<file path="config.mk">
export PLATFORM = sky130hd
export DESIGN_NAME = dbg_serial_port
export DESIGN_NICKNAME = d
export VERILOG_FILES = /design/src/rtl/dbg_serial_port.sv
export SDC_FILE = /design/constraint.sdc
export NUM_CORES = 1
export LEC_CHECK = 0
export CORE_MARGIN = 3
export CORE_UTILIZATION = 54
export CTS_CLUSTER_SIZE = 12
export DETAILED_ROUTE_END_ITERATION = 10
export PLACE_DENSITY = 0.87
export RECOVER_POWER = 25
export SYNTH_ARGS = -nofsm -noshare
export SYNTH_HDL_FRONTEND = slang
export SYNTH_SLANG_ARGS = --single-unit
</file>
<file path="constraint.sdc">
create_clock -name clk -period 2.25 [get_ports clk]
set_clock_uncertainty 0.05 [all_clocks]
set_input_delay 0.45 -clock clk [delete_from_list [all_inputs] [get_ports clk]]
set_output_delay 0.45 -clock clk [all_outputs]
set_load 0.05 [all_outputs]
</file>
<file path="src/rtl/dbg_serial_port.sv">
module dbg_serial_port #(
  parameter int WORD_W       = 16,
  parameter int RECOVER_CLKS = 32,
  parameter int SYNC_STAGES  = 2
) (
  input  logic              clk,
  input  logic              rst_n,
  input  logic              sclk_i,
  input  logic              sdi_i,
  output logic              sdo_o,
  output logic [WORD_W-1:0] cmd_word_o,
  output logic              cmd_valid_o,
  input  logic [1:0]        rsp_kind_i,
  input  logic [WORD_W-1:0] rsp_data_i,
  input  logic              mem_pending_i
);
  localparam int PKT_W = WORD_W + 1;
  localparam int CNT_W = $clog2(PKT_W + 1);
  localparam int GAP_W = $clog2(RECOVER_CLKS + 1);
  localparam logic [PKT_W-1:0] NOT_READY = {1'b1, {WORD_W{1'b0}}};
  localparam logic [PKT_W-1:0] ACCEPTED  = {1'b0, {WORD_W{1'b1}}};
  localparam logic [PKT_W-1:0] BUS_ERR   = {1'b1, WORD_W'(1)};
  localparam logic [PKT_W-1:0] BAD_CMD   = {1'b1, {WORD_W{1'b1}}};

  logic [SYNC_STAGES:0]   sclk_sh;
  logic [SYNC_STAGES-1:0] sdi_sh;
  logic [CNT_W-1:0]       bitcnt;
  logic [GAP_W-1:0]       gap_cnt;
  logic [WORD_W-1:0]      rx_q;
  logic [PKT_W-1:0]       tx_q, rsp_sel, rx_next;
  logic                   gap_hit, ill_pend, ill_sent;
  logic                   rise_p, fall_p, done_p, start_p, idle_load, busy;

  always_ff @(posedge clk or negedge rst_n)
    if (!rst_n) begin
      sclk_sh <= '0;
      sdi_sh  <= '0;
    end else begin
      sclk_sh <= {sclk_sh[SYNC_STAGES-1:0], sclk_i};
      sdi_sh  <= {sdi_sh[SYNC_STAGES-2:0], sdi_i};
    end

  assign rise_p    =  sclk_sh[SYNC_STAGES-1] & ~sclk_sh[SYNC_STAGES];
  assign fall_p    = ~sclk_sh[SYNC_STAGES-1] &  sclk_sh[SYNC_STAGES];
  assign start_p   = rise_p && bitcnt == '0;
  assign done_p    = rise_p && bitcnt == CNT_W'(PKT_W - 1);
  assign idle_load = bitcnt == '0 && !rise_p;
  assign rx_next   = {rx_q, sdi_sh[SYNC_STAGES-1]};
  assign busy      = mem_pending_i || gap_cnt != '0;
  assign sdo_o     = tx_q[PKT_W-1];

  always_comb begin
    if (busy)          rsp_sel = NOT_READY;
    else if (ill_pend) rsp_sel = BAD_CMD;
    else
      case (rsp_kind_i)
        2'd0:    rsp_sel = {1'b0, rsp_data_i};
        2'd1:    rsp_sel = ACCEPTED;
        2'd2:    rsp_sel = BUS_ERR;
        default: rsp_sel = BAD_CMD;
      endcase
  end

  always_ff @(posedge clk or negedge rst_n)
    if (!rst_n) begin
      bitcnt <= '0;
      rx_q   <= '0;
    end else if (rise_p) begin
      rx_q   <= rx_next[WORD_W-1:0];
      bitcnt <= done_p ? '0 : bitcnt + 1'b1;
    end

  always_ff @(posedge clk or negedge rst_n)
    if (!rst_n) begin
      tx_q     <= '0;
      ill_sent <= 1'b0;
    end else if (idle_load) begin
      tx_q     <= rsp_sel;
      ill_sent <= !busy && ill_pend;
    end else if (fall_p && bitcnt != '0) begin
      tx_q     <= {tx_q[PKT_W-2:0], 1'b0};
    end

  always_ff @(posedge clk or negedge rst_n)
    if (!rst_n)                gap_cnt <= '0;
    else if (done_p)           gap_cnt <= GAP_W'(RECOVER_CLKS);
    else if (gap_cnt != '0)    gap_cnt <= gap_cnt - 1'b1;

  always_ff @(posedge clk or negedge rst_n)
    if (!rst_n) gap_hit <= 1'b0;
    else if (start_p) gap_hit <= gap_cnt != '0;

  always_ff @(posedge clk or negedge rst_n)
    if (!rst_n) ill_pend <= 1'b0;
    else if (start_p && ill_sent) ill_pend <= 1'b0;
    else if (done_p && !gap_hit && rx_next[PKT_W-1]) ill_pend <= 1'b1;

  always_ff @(posedge clk or negedge rst_n)
    if (!rst_n) begin
      cmd_valid_o <= 1'b0;
      cmd_word_o  <= '0;
    end else begin
      cmd_valid_o <= done_p && !gap_hit && !rx_next[PKT_W-1];
      if (done_p && !gap_hit && !rx_next[PKT_W-1]) cmd_word_o <= rx_next[WORD_W-1:0];
    end
endmodule


</file>
==> results.py, run 1 <==
metrics = {
    "status": {
        "outcome": "finished clean",
    },
    "sta": {
        "fin_crit_sh": 0.9434,
        "grt_setup_unrepaired": "false",
        "slew_headroom": 0.1257,
        "worst_pin_slew_ps": 1311,
        "setup_viol_count_final": 0,
        "fmax_ghz": 0.4711,
        "period_needed_ps": 2123,
        "hold_violations": 0,
        "drv_slew": 0,
    },
    "global_routing": {
        "grt-ovfl-total": 0,
        "grt_max_degree": 46,
        "grt_use_total": 0.2057,
        "grt_pass1_vias": 2187,
        "antenna_found_initial": 0,
        "grt_pass1_wl_um": 10210,
    },
    "drt": {
        "ant_nets": 0,
        "wl_um": 5950,
        "firstDrtPassIters": 5,
        "num_vias": 2209,
        "wire_per_inst_um": 14.95,
        "vias_per_cell": 5.550,
        "first_iter_violations": 133,
        "drc_errors": 0,
    },
    "clock_network": {
        "cts_buffer_depth": 2,
        "hold_buffers": 0,
        "clkLatencyLatePin_ps": 340,
        "htreeDepth": 3,
        "clk_pin_slew_ps": 70,
        "clockRootBuffer": "clkbuf_8",
        "cts_buffers": 9,
        "cts_sinks": 69,
        "cts_tree": "done",
    },
    "yosys": {
        "netlist_area_um2": 2988,
        "netlist_instances": 276,
        "synth.area.top_cells": "dfrtp_1 (58%), nand2_1 (7.0%), mux2_4 (4.5%)",
        "ys_seq_area_frac": 0.5779,
        "synthTopCellsByCount": "dfrtp_1 (69), nand2_1 (56), a21oi_1 (19)",
        "netlist-cell-type-count": 39,
        "synth-async-reset-ratio": 1.000,
        "ys_warn_count": 0,
        "synth.most_common_cell": "dfrtp_1",
        "ys_seq_elements": 69,
        "synth_edf_count": 0,
        "synth_fp_nets": 306,
        "syn_avg_cell_area_um2": 10.83,
        "netlist.area_leader.share": 0.5779,
        "netlist.top_cell.by_area": "dfrtp_1",
        "yosys_most_used_dff": "dfrtp_1",
    },
    "hold_path": {
        "worstHoldPathCells": 0,
        "hp-class": "flip-flop to flip-flop",
    },
    "power": {
        "sw_frac_of_total": 0.2864,
        "combinationalPowerShare": 0.193,
        "power.internal_uw": 2523,
        "clockPowerShare": 0.338,
        "vdd_drop_max_mv": 0.4867,
        "power_leakage_uw": 0.001785,
        "powerDensity_nw_per_um2": 949.3,
        "p_seq_frac": 0.469,
        "p_sw_uw": 1013,
    },
    "worst_setup_path": {
        "slowest_stage": "dfrtp_1",
        "crit_required_ps": 2420,
        "critPathLaunchType": "flip-flop",
        "critPathMaxStageDelay_ps": 400,
        "reg2reg_slack_ps": 130,
        "cpLargestDelayFamily": "simple AND/OR/NAND/NOR gates",
        "timing.rr.end": "cmd_word_o[4]",
        "endpoint": "cmd_word_o[4]",
        "crit_path_start": "bitcnt[0]",
        "reg2reg_depth": 7,
        "critPathKind": "flip-flop to flip-flop",
        "crit_path_max_fanout": 17,
        "worstPathArrival_ps": 2290,
        "path_buf_inv": 2,
        "path_cells": "inv_1 -> ha_1 -> nor3b_4 -> nand3_2 -> or3_1 -> buf_6 -> mux2_4",
        "regToRegStartpoint": "bitcnt[0]",
        "path_depth": 7,
        "setup.worst_path.end_class": "flip-flop",
    },
    "run": {
        "drv_cap": 0,
    },
    "placement": {
        "gp_congestion": 0.8141,
        "dpl.hpwl_um": 3958,
        "place_inst": 381,
        "port_buffers": 40,
    },
    "floorplanning": {
        "io_pins": 41,
        "die_h_um": 80.39,
        "fp.dieW_um": 80.39,
        "die_area_um2": 6462,
        "core_area_um2": 5238,
        "start_util": 0.5705,
        "rows": 26,
    },
    "cells_and_area": {
        "fillers": 378,
        "final_cells": 398,
        "areaGrowthSynthToFinish_pct": 24.66,
        "num_antenna_cells": 0,
        "fin_nets": 353,
        "fin_util": 0.7112,
        "layout-drive-gt1-share": 0.1494,
    },
}
-- power groups by stage --
stage / Combinational (uW) / Sequential, uW / Clock (uW)
6_report: 684 / 1660 / 1190
5_1_grt: 777 / 1690 / 1270
4_1_cts: 687 / 1660 / 1210
3_5_place_dp: 676 / 1680 / 0
3_3_place_gp: 637 / 1660 / 0
2_1_floorplan: 450 / 1660 / 0
-- sequential cells by signal (all words and copies together), names as in the netlist --
| register | count |
|---|---|
| ill_sent | 1 |
| bitcnt | 5 |
| gap_cnt | 6 |
| rx_q | 16 |
| cmd_valid_o | 1 |
| sdi_sh | 2 |
| sclk_sh | 3 |
| cmd_word_o | 16 |
| tx_q | 17 |
| gap_hit | 1 |
| ill_pend | 1 |
-- kinds of logic (layout without fill, tap and decap cells) --
group                      after synthesis  after routing  synth area share
DFF                                     69             69            0.5779
adders and majority gates                7              7           0.02931
muxes                                   16             16           0.07161
AOI/OAI and AO/OA                       65             65            0.1294
and+or+nand+nor                         87             87            0.1340
buffers and inverters                   27             79           0.04313
xor gates and xnor gates                 5              5           0.01466
-- placed cells by master (no fill, tap or decap), types with 8 or more instances in the layout --
| master | instances |
|---|---|
| o21ai_0 | 8 |
| buf_4 | 8 |
| mux2_4 | 9 |
| o21ai_1 | 14 |
| clkdlybuf4s50_1 | 37 |
| a22oi_1 | 16 |
| nand2_1 | 56 |
| clkbuf_8 | 13 |
| dfrtp_1 | 69 |
| nor2_1 | 8 |
| a21oi_1 | 19 |
| inv_1 | 13 |
-- final cells by class --
type                       count  area, um2  share of cell area
inverter                      13      48.80             0.01310
multi-input combinational    180       1145              0.3074
sequential                    69       1727              0.4636
clock inverter                 3      65.06             0.01747
clock buffer                  13      178.9             0.04804
timing repair buffer          50      473.0              0.1270
tap                           70      87.58             0.02351
-- what timing repair did --
item | CTS | global route
buffers inserted | 0 | 1
setup endpoints to repair | 0 | 33
resized for setup | 0 | 6
-- through the flow --
step	cell area [um2]	total power, uW	TNS, ps	setup WS [ps]	hold slack, ps
floorplan	2988	2112	0	188.9	104.4
global placement	3473	2300	-749.5	-59.57	281.8
detailed placement	3473	2353	-1557	-179.0	286.5
CTS	3717	3555	0	9.351	68.90
global route	3725	3734	0	6.541	311.0
finish	3725	3536	0	127.2	300.2
-- routing by layer --
| layer | global-route usage | vias to the layer above | part of all wire |
|---|---|---|---|
| li1 | - | 1037 | - |
| met1 | 0.2726 | 1107 | 0.45 |
| met2 | 0.3228 | 56 | 0.48 |
| met3 | 0.05942 | 9 | 0.052 |
| met4 | 0.07432 | 0 | 0.015 |
| met5 | 0 | - | 0 |
-- worst register-to-register path, delay by kind of cell, from the launching register on --
kind | cells | cell delay [ps]
fa+ha+maj | 1 | 190
buf+inv | 2 | 290
flops | 1 | 400
mux | 1 | 320
simple gates | 3 | 770
-- worst min-delay path by stage --
stage | from | end
final | sdi_sh[0] | sdi_sh[1]
after global routing | sclk_sh[0] | sclk_sh[1]
after CTS | rst_n | gap_cnt[3]
after detailed placement | sdi_sh[0] | sdi_sh[1]
after global placement | sdi_sh[0] | sdi_sh[1]
after floorplan | rst_n | bitcnt[0]
Power figures use the tool's default switching activity.
==> run 2, diff against run 1 <==
--- a/config.mk
+++ b/config.mk
@@ -5,7 +5,7 @@
 export SDC_FILE = /design/constraint.sdc
 export NUM_CORES = 1
 export LEC_CHECK = 0
-export CORE_MARGIN = 3
+export CORE_MARGIN = 5
 export CORE_UTILIZATION = 54
 export CTS_CLUSTER_SIZE = 12
 export DETAILED_ROUTE_END_ITERATION = 10
==> run 2 against run 1 <==
Final area down 2.4%. The run now ends with max-capacitance violations, max-slew violations left. Cell count increased by 0.25%. Non-clock buffer count stayed put. Power fell by 10%. Via count shrank 3.5%. Global-route usage down 3.3 points. Hold slack gained 1.0 ps. Sequential share of layout area increased by 1.1 points. Combinational power up 0.9%. Sequential power is essentially flat. First-iteration DRC count fell by 8.3%.
==> results.py, run 2 (same netlist as run 1, synthesis figures left out) <==
metrics = {
    "status": {
        "outcome": "finished, violations left",
        "violations": "max-capacitance violations, max-slew violations",
    },
    "cells_and_area": {
        "layout-drive-gt1-share": 0.1407,
        "largestRegisters": "tx_q (17), cmd_word_o (16), rx_q (16)",
        "fin_nets": 353,
        "areaGrowthSynthToFinish_pct": 21.69,
        "layout_common_cells": "dfrtp_1 (69), nand2_1 (56), clkdlybuf4s50_1 (39)",
        "regMostFlops": "tx_q",
        "layout_commonest_cell": "dfrtp_1",
        "largest_register_ffs": 17,
        "final_area_um2": 3636,
        "num_antenna_cells": 0,
        "fin_util": 0.6685,
    },
    "sta": {
        "layout_setup_ws_ps": 79.58,
        "fin_hold_ws_ps": 301.3,
        "fmax_ghz": 0.4607,
        "slew_headroom": -0.08016,
        "worst_pin_slew_ps": 1620,
        "setup_viol_count_final": 0,
        "fin_crit_sh": 0.9646,
        "period_needed_ps": 2170,
        "drv_slew": 70,
        "hold_violations": 0,
    },
    "power": {
        "power_leakage_uw": 0.001746,
        "power.internal_uw": 2215,
        "p_sw_uw": 968.2,
        "p_seq_frac": 0.520,
        "combinationalPowerShare": 0.217,
        "vdd_drop_max_mv": 0.4980,
        "clockPowerShare": 0.263,
        "sw_frac_of_total": 0.3042,
        "powerDensity_nw_per_um2": 875.4,
    },
    "worst_setup_path": {
        "crit_required_ps": 2410,
        "crit_path_start": "bitcnt[0]",
        "critPathKind": "flip-flop to flip-flop",
        "critPathLaunchType": "flip-flop",
        "timing.rr.end": "cmd_word_o[4]",
        "reg2reg_slack_ps": 80,
        "reg2reg_depth": 7,
        "endpoint": "cmd_word_o[4]",
        "setup.worst_path.end_class": "flip-flop",
        "worstPathArrival_ps": 2330,
        "crit_path_max_fanout": 17,
        "regToRegStartpoint": "bitcnt[0]",
    },
    "clock_network": {
        "cts_buffer_depth": 2,
        "cts_tree": "done",
        "cts_buffers": 9,
        "htreeDepth": 3,
        "clockRootBuffer": "clkbuf_8",
        "cts_sinks": 69,
        "clkLatencyLatePin_ps": 330,
        "clk_pin_slew_ps": 70,
        "hold_buffers": 0,
    },
    "placement": {
        "pre_cts_ws_ps": -124.7,
        "port_buffers": 40,
        "place_area_um2": 3461,
        "gp_congestion": 0.8037,
        "dpl.hpwl_um": 3773,
    },
    "floorplanning": {
        "die_area_um2": 7121,
        "fp.dieW_um": 84.39,
        "core_area_um2": 5439,
        "io_pins": 41,
        "start_util": 0.5493,
        "die_h_um": 84.39,
        "rows": 27,
    },
    "drt": {
        "num_vias": 2132,
        "drc_errors": 0,
        "wl_um": 5742,
        "ant_nets": 0,
        "vias_per_cell": 5.343,
        "wire_per_inst_um": 14.39,
        "firstDrtPassIters": 5,
        "first_iter_violations": 122,
    },
    "global_routing": {
        "grt-ovfl-total": 0,
        "grt_pass1_vias": 2073,
        "antenna_found_initial": 0,
        "grt_pass1_wl_um": 9846,
        "grt_max_degree": 70,
        "grt_use_total": 0.1726,
    },
    "run": {
        "drv_cap": 1,
    },
    "hold_path": {
        "hp-class": "flip-flop to flip-flop",
    },
}
-- run 2: cell count changes in the layout (fill, tap and decap cells not counted), sizes merged --
cell / delta
buf: +1
clkbuf: -1
bufinv: -2
dlygate4sd3: -2
clkinv: +1
clkdlybuf4s50: +2
-- run 2: repair_timing --
item,in CTS,in global routing
hold endpoints to repair,0,0
setup buffers,0,3
gates resized for setup,0,3
setup endpoints to repair,0,34
-- run 2: routing by layer --
layer / global-route usage / vias up / part of all wire
li1: - / 1038 / -
met2: 0.2683 / 65 / 0.48
met5: 0 / - / 0
met4: 0.04748 / 0 / 0.0066
met1: 0.2289 / 1023 / 0.45
met3: 0.06575 / 6 / 0.067
-- run 2: power groups by stage --
stage	combinational [uW]	clock, uW	sequential (uW)
final	690	837	1660
after global routing	781	927	1690
after global placement	631	0	1660
after detailed placement	665	0	1680
after CTS	667	863	1650
after floorplan	450	0	1660
-- run 2: final cells by class --
type,count,area [um2]
fill,399,1803
sequential,69,1727
multi-input combinational,180,1144
timing repair buffer,50,467.9
clock buffer,13,148.9
tap,72,90.09
inverter,13,48.80
clock inverter,2,10.01
-- run 2: worst min-delay path by stage --
stage                       to      start  slack (ps)  cells past startpoint
finish               sdi_sh[1]  sdi_sh[0]         300                      0
global route         sdi_sh[1]  sdi_sh[0]         310                      0
CTS                 gap_cnt[0]      rst_n          90                      2
floorplan            bitcnt[0]      rst_n         100                      0
detailed placement   sdi_sh[1]  sdi_sh[0]         290                      0
global placement     sdi_sh[1]  sdi_sh[0]         280                      0
-- run 2: critical path: stages, from the launching register on --
cell	delay (ps)
dfrtp_1	400
inv_1	100
ha_1	190
nor3b_4	260
nand3_1	160
or3_1	320
buf_4	230
mux2_4	320
-- run 2: metrics by stage --
stage	total power [uW]	std cells	TNS, ps
after floorplan	2112	276	0
after global placement	2294	381	-769.3
after detailed placement	2341	381	-1287
after CTS	3184	396	0
after global routing	3393	399	-100.8
final	3183	399	0
==> run 3, diff against run 2 <==
--- a/config.mk
+++ b/config.mk
@@ -11,6 +11,7 @@
 export DETAILED_ROUTE_END_ITERATION = 10
 export PLACE_DENSITY = 0.87
 export RECOVER_POWER = 25
+export SKIP_CTS_REPAIR_TIMING = 1
 export SYNTH_ARGS = -nofsm -noshare
 export SYNTH_HDL_FRONTEND = slang
 export SYNTH_SLANG_ARGS = --single-unit
==> results of run 3 <==
Same layout as run 2: the final DEF is identical, and so are final timing and power.
